===== src/rtl/ssr_pkg.sv =====
package ssr_pkg;

  localparam int BYTE_W   = 8;
  localparam int RSTE_BIT = 4;
  localparam int SLE_BIT  = 3;

  localparam logic [BYTE_W-1:0] OP_RDSR   = 8'h05;
  localparam logic [BYTE_W-1:0] OP_WREN   = 8'h06;
  localparam logic [BYTE_W-1:0] OP_WRDI   = 8'h04;
  localparam logic [BYTE_W-1:0] OP_WRHI   = 8'h31;
  localparam logic [BYTE_W-1:0] OP_PROG   = 8'h02;
  localparam logic [BYTE_W-1:0] OP_ERASE  = 8'h20;
  localparam logic [BYTE_W-1:0] OP_LOCK   = 8'h33;
  localparam logic [BYTE_W-1:0] OP_FREEZE = 8'h34;
  localparam logic [BYTE_W-1:0] OP_SUSP   = 8'hB0;
  localparam logic [BYTE_W-1:0] OP_RESUME = 8'hD0;
  localparam logic [BYTE_W-1:0] OP_RESET  = 8'hF0;

  typedef struct packed {
    logic busy;
    logic wel;
    logic ps;
    logic es;
    logic sle;
    logic rste;
  } stat_t;

  function automatic logic [BYTE_W-1:0] pack_lo(stat_t s);
    return {{(BYTE_W-2){1'b0}}, s.wel, s.busy};
  endfunction

  function automatic logic [BYTE_W-1:0] pack_hi(stat_t s);
    return {{(BYTE_W-5){1'b0}}, s.rste, s.sle, s.ps, s.es, s.busy};
  endfunction

endpackage


===== src/rtl/ssr_spi_port.sv =====
module ssr_spi_port
  import ssr_pkg::*;
(
  input  logic              clk,
  input  logic              rst_n,
  input  logic              cs_n,
  input  logic              sck,
  input  logic              si,
  input  logic [BYTE_W-1:0] tx_lo,
  input  logic [BYTE_W-1:0] tx_hi,
  output logic              cmd_valid,
  output logic [BYTE_W-1:0] cmd_op,
  output logic              arg_valid,
  output logic [BYTE_W-1:0] arg_data,
  output logic              so,
  output logic              so_oe
);
  localparam int CNT_W = $clog2(2*BYTE_W+1);
  localparam int BIT_W = $clog2(BYTE_W);
  localparam logic [CNT_W-1:0] C_OP  = CNT_W'(BYTE_W-1);
  localparam logic [CNT_W-1:0] C_ARG = CNT_W'(2*BYTE_W-1);
  localparam logic [CNT_W-1:0] C_MAX = CNT_W'(2*BYTE_W);

  logic [2:0] sck_sh;
  logic [1:0] cs_sh, si_sh;
  logic       active, rise, fall;

  logic [BYTE_W-1:0] rx_q, rx_d, rx_next, op_q, op_d, arg_q, arg_d, tx_q, tx_d;
  logic [CNT_W-1:0]  cnt_q, cnt_d;
  logic [BIT_W-1:0]  txb_q, txb_d;
  logic opv_q, opv_d, argv_q, argv_d, rd_q, rd_d, hi_q, hi_d, oe_q, oe_d;

  always_ff @(posedge clk or negedge rst_n) begin
    if (!rst_n) begin
      sck_sh <= '0;
      cs_sh  <= '1;
      si_sh  <= '0;
    end else begin
      sck_sh <= {sck_sh[1:0], sck};
      cs_sh  <= {cs_sh[0], cs_n};
      si_sh  <= {si_sh[0], si};
    end
  end

  assign active  = ~cs_sh[1];
  assign rise    = sck_sh[1] & ~sck_sh[2];
  assign fall    = ~sck_sh[1] & sck_sh[2];
  assign rx_next = {rx_q[BYTE_W-2:0], si_sh[1]};

  always_comb begin
    rx_d = rx_q;  cnt_d = cnt_q;  op_d = op_q;  arg_d = arg_q;
    tx_d = tx_q;  txb_d = txb_q;  rd_d = rd_q;  hi_d = hi_q;  oe_d = oe_q;
    opv_d = 1'b0;
    argv_d = 1'b0;
    if (!active) begin
      cnt_d = '0;  rd_d = 1'b0;  oe_d = 1'b0;  txb_d = '0;  hi_d = 1'b0;
    end else begin
      if (rise) begin
        rx_d = rx_next;
        if (cnt_q != C_MAX) cnt_d = cnt_q + 1'b1;
        if (cnt_q == C_OP) begin
          opv_d = 1'b1;
          op_d  = rx_next;
          rd_d  = (rx_next == OP_RDSR);
        end
        if (cnt_q == C_ARG) begin
          argv_d = 1'b1;
          arg_d  = rx_next;
        end
      end
      if (fall && rd_q) begin
        if (txb_q == '0) begin
          tx_d = hi_q ? tx_hi : tx_lo;
          hi_d = ~hi_q;
          oe_d = 1'b1;
        end else begin
          tx_d = tx_q << 1;
        end
        txb_d = txb_q + 1'b1;
      end
    end
  end

  always_ff @(posedge clk or negedge rst_n) begin
    if (!rst_n) begin
      rx_q <= '0;  cnt_q <= '0;  op_q <= '0;  arg_q <= '0;  tx_q <= '0;
      txb_q <= '0; opv_q <= 1'b0; argv_q <= 1'b0; rd_q <= 1'b0;
      hi_q <= 1'b0; oe_q <= 1'b0;
    end else begin
      rx_q <= rx_d;  cnt_q <= cnt_d;  op_q <= op_d;  arg_q <= arg_d;  tx_q <= tx_d;
      txb_q <= txb_d; opv_q <= opv_d; argv_q <= argv_d; rd_q <= rd_d;
      hi_q <= hi_d; oe_q <= oe_d;
    end
  end

  assign cmd_valid = opv_q;
  assign cmd_op    = op_q;
  assign arg_valid = argv_q;
  assign arg_data  = arg_q;
  assign so        = tx_q[BYTE_W-1];
  assign so_oe     = oe_q;

endmodule


===== src/rtl/ssr_busy_timer.sv =====
module ssr_busy_timer #(
  parameter int BUSY_CYCLES = 256
) (
  input  logic clk,
  input  logic rst_n,
  input  logic start,
  input  logic pause,
  input  logic abort,
  output logic running,
  output logic done
);
  localparam int CNT_W = $clog2(BUSY_CYCLES+1);
  localparam logic [CNT_W-1:0] LOAD = CNT_W'(BUSY_CYCLES-1);

  logic [CNT_W-1:0] cnt_q, cnt_d;
  logic             run_q, run_d, done_q, done_d, cnt_en;

  always_comb begin
    run_d  = run_q;
    cnt_d  = cnt_q;
    done_d = 1'b0;
    cnt_en = 1'b0;
    if (abort) begin
      run_d = 1'b0;
    end else if (start) begin
      run_d  = 1'b1;
      cnt_d  = LOAD;
      cnt_en = 1'b1;
    end else if (run_q && !pause) begin
      if (cnt_q == '0) begin
        run_d  = 1'b0;
        done_d = 1'b1;
      end else begin
        cnt_d  = cnt_q - 1'b1;
        cnt_en = 1'b1;
      end
    end
  end

  always_ff @(posedge clk or negedge rst_n) begin
    if (!rst_n) begin
      cnt_q  <= '0;
      run_q  <= 1'b0;
      done_q <= 1'b0;
    end else begin
      if (cnt_en) cnt_q <= cnt_d;
      run_q  <= run_d;
      done_q <= done_d;
    end
  end

  assign running = run_q;
  assign done    = done_q;

endmodule


===== src/rtl/ssr_status_ctl.sv =====
module ssr_status_ctl
  import ssr_pkg::*;
(
  input  logic              clk,
  input  logic              rst_n,
  input  logic              cmd_valid,
  input  logic [BYTE_W-1:0] cmd_op,
  input  logic              arg_valid,
  input  logic [BYTE_W-1:0] arg_data,
  input  logic              op_running,
  input  logic              op_done,
  output logic              op_start,
  output logic              op_pause,
  output logic              op_abort,
  output logic              wr_fire,
  output logic              frozen,
  output stat_t             st
);
  logic wel_q, wel_d, ps_q, ps_d, es_q, es_d, sle_q, sle_d;
  logic rste_q, rste_d, frz_q, frz_d, kind_q, kind_d;
  logic busy, lock_ok, unused_arg;

  assign unused_arg = ^{arg_data[BYTE_W-1:RSTE_BIT+1], arg_data[SLE_BIT-1:0]};

  assign busy     = op_running & ~(ps_q | es_q);
  assign lock_ok  = wel_q & sle_q & ~busy;
  assign op_start = cmd_valid & ((cmd_op == OP_PROG) | (cmd_op == OP_ERASE))
                    & wel_q & ~op_running;
  assign op_abort = cmd_valid & (cmd_op == OP_RESET) & rste_q;
  assign op_pause = ps_q | es_q;
  assign wr_fire  = arg_valid & (cmd_op == OP_WRHI) & wel_q & ~busy;

  always_comb begin
    wel_d = wel_q; ps_d = ps_q; es_d = es_q; sle_d = sle_q;
    rste_d = rste_q; frz_d = frz_q; kind_d = kind_q;
    if (op_done) wel_d = 1'b0;
    if (cmd_valid) begin
      case (cmd_op)
        OP_WREN:   if (!busy) wel_d = 1'b1;
        OP_WRDI:   if (!busy) wel_d = 1'b0;
        OP_PROG,
        OP_ERASE:  if (op_start) kind_d = (cmd_op == OP_PROG);
        OP_LOCK:   if (lock_ok) wel_d = 1'b0;
        OP_FREEZE: if (lock_ok) begin
                     wel_d = 1'b0;
                     sle_d = 1'b0;
                     frz_d = 1'b1;
                   end
        OP_SUSP:   if (busy) begin
                     ps_d = kind_q;
                     es_d = ~kind_q;
                   end
        OP_RESUME: begin
                     ps_d = 1'b0;
                     es_d = 1'b0;
                   end
        OP_RESET:  if (rste_q) begin
                     wel_d = 1'b0;
                     ps_d  = 1'b0;
                     es_d  = 1'b0;
                   end
        default:   ;
      endcase
    end
    if (wr_fire) begin
      rste_d = arg_data[RSTE_BIT];
      sle_d  = arg_data[SLE_BIT] & ~frz_q;
      wel_d  = 1'b0;
    end
  end

  always_ff @(posedge clk or negedge rst_n) begin
    if (!rst_n) begin
      wel_q <= 1'b0; ps_q <= 1'b0; es_q <= 1'b0; sle_q <= 1'b0;
      rste_q <= 1'b0; frz_q <= 1'b0; kind_q <= 1'b0;
    end else begin
      wel_q <= wel_d; ps_q <= ps_d; es_q <= es_d; sle_q <= sle_d;
      rste_q <= rste_d; frz_q <= frz_d; kind_q <= kind_d;
    end
  end

  assign frozen  = frz_q;
  assign st.busy = busy;
  assign st.wel  = wel_q;
  assign st.ps   = ps_q;
  assign st.es   = es_q;
  assign st.sle  = sle_q;
  assign st.rste = rste_q;

endmodule


===== src/rtl/ssr_status_unit.sv =====
module ssr_status_unit
  import ssr_pkg::*;
#(
  parameter int BUSY_CYCLES = 256
) (
  input  logic clk,
  input  logic rst_n,
  input  logic cs_n,
  input  logic sck,
  input  logic si,
  output logic so,
  output logic so_oe
);
  stat_t             st;
  logic              cmd_valid, arg_valid, wr_fire, frozen;
  logic [BYTE_W-1:0] cmd_op, arg_data;
  logic              op_start, op_pause, op_abort, op_running, op_done;

  ssr_spi_port u_port (
    .clk       (clk),
    .rst_n     (rst_n),
    .cs_n      (cs_n),
    .sck       (sck),
    .si        (si),
    .tx_lo     (pack_lo(st)),
    .tx_hi     (pack_hi(st)),
    .cmd_valid (cmd_valid),
    .cmd_op    (cmd_op),
    .arg_valid (arg_valid),
    .arg_data  (arg_data),
    .so        (so),
    .so_oe     (so_oe)
  );

  ssr_busy_timer #(.BUSY_CYCLES(BUSY_CYCLES)) u_timer (
    .clk     (clk),
    .rst_n   (rst_n),
    .start   (op_start),
    .pause   (op_pause),
    .abort   (op_abort),
    .running (op_running),
    .done    (op_done)
  );

  ssr_status_ctl u_ctl (
    .clk        (clk),
    .rst_n      (rst_n),
    .cmd_valid  (cmd_valid),
    .cmd_op     (cmd_op),
    .arg_valid  (arg_valid),
    .arg_data   (arg_data),
    .op_running (op_running),
    .op_done    (op_done),
    .op_start   (op_start),
    .op_pause   (op_pause),
    .op_abort   (op_abort),
    .wr_fire    (wr_fire),
    .frozen     (frozen),
    .st         (st)
  );

endmodule


===== config.mk =====
export PLATFORM = sky130hd
export DESIGN_NAME = ssr_status_unit
export DESIGN_NICKNAME = d
export VERILOG_FILES = /design/src/rtl/ssr_pkg.sv /design/src/rtl/ssr_spi_port.sv /design/src/rtl/ssr_busy_timer.sv /design/src/rtl/ssr_status_ctl.sv /design/src/rtl/ssr_status_unit.sv
export SDC_FILE = /design/constraint.sdc
export NUM_CORES = 1
export LEC_CHECK = 0
export BUFFER_PORTS_ARGS = -buffer_cell sky130_fd_sc_hd__buf_2
export CORE_MARGIN = 5
export CORE_UTILIZATION = 50
export DETAILED_ROUTE_END_ITERATION = 8
export GPL_TIMING_DRIVEN = 0
export PLACE_DENSITY = 0.69
export SETUP_SLACK_MARGIN = 0.3
export SLEW_MARGIN = 5
export SYNTH_ARGS = -nofsm -noshare
export SYNTH_HDL_FRONTEND = slang
export SYNTH_SLANG_ARGS = --single-unit

===== constraint.sdc =====
create_clock -name clk -period 1.9 [get_ports clk]
set_input_delay 0.095 -clock clk [delete_from_list [all_inputs] [get_ports clk]]
set_output_delay 0.095 -clock clk [all_outputs]
set_load 0.05 [all_outputs]

==> flow_summary.ini <==
[run_status]
status = completed

[placement]
gp_congestion = 0.829
port_buffers = 6
dpl_cell_area_sq_um = 3100
dp_hpwl_mm = 3.51

[logic_synthesis]
yosys.area.top_type_share = 0.516
synth_seq_cells = 63
syn_avg_cell_area_sq_um = 11.0
synthSimpleGateAreaFrac = 0.213
postSynthCellCount = 270
synth_area_sq_um = 2960
yosys.area.top_type = dfrtp_1
synth_compound_area_frac = 0.0770
synth-main-ff-cell = dfrtp_1
synth_fp_nets = 281
synth_top_family_by_area = simple AND/OR/NAND/NOR gates
synth_fa_ha_area_frac = 0.0254
yosys_warnings = 0
ys_async_sr_fraction = 1.00
ys_types = 52
synth_area_leaders = dfrtp_1 52%, mux2_2 7.6%, nor2_1 2.9%
synth_xor_area_frac = 0.0178
synth.mux.area_fraction = 0.104
synth-edff-count = 0
seq_area_frac_synth = 0.534

[cts]
cts_buffer_depth = 2
cts-root-buf = clkbuf_8
numCtsBuffers = 9
insertion_delay_ns = 0.35
cts_sinks = 63
clkTransAtPathRegs_ns = 0.06
cts_tree = done
cts_htree_levels = 3

[setup_path]
crit_path_start_kind = register
crit_family = simple AND/OR/NAND/NOR gates
critPathSlowestCell = nor4_1
cp_max_fo = 6
worst_setup_path_end_kind = register
required_ns = 2.17
slowest_delay_ns = 0.65
arrival_ns = 2.04
path_buf_inv = 0
criticalPathCategory = register to register
cp_cell_sequence = nor4_1 > nand2_1 > nand4_1 > mux2i_1

[routing]
drc = 0
vias = 2124
ant_nets = 0
firstDrtPassIters = 4
post_drt_wl_per_cell_um = 14.3
wirelength_mm = 5.66
dr.first_iter.drc_count = 103
vias_per_cell = 5.38

[sta]
slew_headroom = 0.485
fmax_mhz = 564
finalCritPeriodShare = 0.933
finalClockSkew_ns = 0.00967
setup_tns_ns = 0
drv_slew = 0
post-route-min-period_ns = 1.77
hold_viol = 0
tightest_slew_ns = 0.773
rsz0062_at_grt = yes
setup_viol = 0

[finish]
layout_commonest_cell = dfrtp_1
final_area_sq_um = 3650
layout-drive-gt1-share = 0.309
area_growth_pct = 23.4
antenna_cells = 0
final_nets = 326
n_fill_cell = 448
layout_common_cells = 57 x dfrtp_1, 24 x buf_4, 23 x nor2_1

[global_route]
first_global_vias = 2020
grt_util_all_layers = 0.164
antenna_found_initial = 0
grt_max_degree = 64
grt_pass1_wl_mm = 9.60
overflow = 0

[die]
initial_core_util = 0.505
die_x_um = 86.9
num_rows = 28
die_area_sq_um = 7550
ios = 7
dieHeight_um = 86.9
core_area_sq_um = 5850

[power_and_ir_drop]
cellPowerDensity_nw_per_um2 = 781
p_leak_nw = 1.70
total_power_w = 0.00285
ir_drop_uv = 579

[hold_path]
hold_class = register to register

[run]
drv_cap = 0
## worst paths after layout
kind / from / endpoint / slack [ns] / cells past startpoint
hold / removal: u_port.si_sh[0]$_DFF_PN0_ / u_port.si_sh[1]$_DFF_PN0_ / 0.35 / 0
setup / recovery: u_timer.cnt_q[3]$_DFFE_PN0P_ / u_timer.cnt_q[6]$_DFFE_PN0P_ / 0.13 / 4
min in group asynchronous: rst_n / u_port.si_sh[0]$_DFF_PN0_ / 0.37 / 2
hold reg to reg: u_port.si_sh[0]$_DFF_PN0_ / u_port.si_sh[1]$_DFF_PN0_ / 0.35 / 0
setup reg to reg: u_timer.cnt_q[3]$_DFFE_PN0P_ / u_timer.cnt_q[6]$_DFFE_PN0P_ / 0.13 / 4
max in group asynchronous: rst_n / u_port.cmd_op[6]$_DFFE_PN0P_ / 0.98 / 2
## area by class of cell
| class | count | area, sq um | share of cell area |
|---|---|---|---|
| inverter | 16 | 60.1 | 0.0165 |
| buffer | 6 | 43.8 | 0.0120 |
| clock inverter | 3 | 40.0 | 0.0110 |
| clock buffer | 13 | 169 | 0.0463 |
| tap | 75 | 93.8 | 0.0257 |
| multi-input combinational | 185 | 1400 | 0.384 |
| sequential | 63 | 1580 | 0.434 |
| timing repair buffer | 34 | 256 | 0.0703 |
## synth_stat cells (3+ instances only)
| master | instances |
|---|---|
| or3_1 | 3 |
| nor3_1 | 6 |
| xnor2_1 | 4 |
| clkbuf_1 | 4 |
| inv_1 | 16 |
| nor2b_1 | 5 |
| nor3b_1 | 5 |
| nor2_1 | 23 |
| nand2b_1 | 5 |
| nand4_1 | 6 |
| and4bb_1 | 3 |
| o21ai_0 | 8 |
| dfrtp_1 | 61 |
| nand3_1 | 9 |
| nor4_1 | 4 |
| ha_1 | 6 |
| a21oi_1 | 11 |
| o21ai_1 | 3 |
| nand2_1 | 21 |
| mux2_2 | 20 |
| mux2i_1 | 7 |
## cell families after synthesis
logic type	after synthesis
AO/OA/AOI/OAI	36
XOR/XNOR	6
adder cells (fa/ha/maj)	6
buffers and inverters	22
flip-flops	63
multiplexers	28
AND/OR/NAND/NOR	109
## report_power, final
part	total [W]	switching, W	internal (W)
Sequential	0.00149	0.0000726	0.00141
Clock	0.00123	0.000519	0.000710
Combinational	0.000133	0.0000599	0.0000732
## metal layers
metal,vias to the layer above,wire (um),track usage
met5,-,0,0
met4,0,85,0.0892
met3,6,189,0.0369
met2,34,2700,0.246
met1,1031,2690,0.222
li1,1053,-,-
## repair_timing
action,in CTS,in global routing
gates cloned,0,0
hold buffers,4,0
buffers inserted,6,18
endpoints found under the hold margin,64,0
gates resized for setup,14,21
endpoints found under the setup margin,24,34
pin swaps,7,12
## registers in the layout, summed over array words and instances, names as in the netlist, 2 cells and up
| signal | count |
|---|---|
| u_port.sck_sh | 3 |
| u_port.rx_q | 7 |
| u_port.cmd_op | 8 |
| u_port.arg_data | 2 |
| u_port.si_sh | 2 |
| u_port.cs_sh | 2 |
| u_timer.cnt_q | 9 |
| u_port.tx_q | 8 |
| u_port.txb_q | 3 |
| u_port.cnt_q | 5 |
## metrics by stage
step                worst slack [ns]  hold WS [ns]  utilization  std cells
finish                         0.128         0.348        0.624        395
global route                  0.0477         0.363        0.624        395
CTS                            0.142         0.352        0.590        377
detailed placement            0.0274         0.201        0.530        351
global placement              0.0364         0.201        0.529        351
floorplan                      0.234        -0.201            -        270
Note: power is estimated with default switching activity, not from simulation.
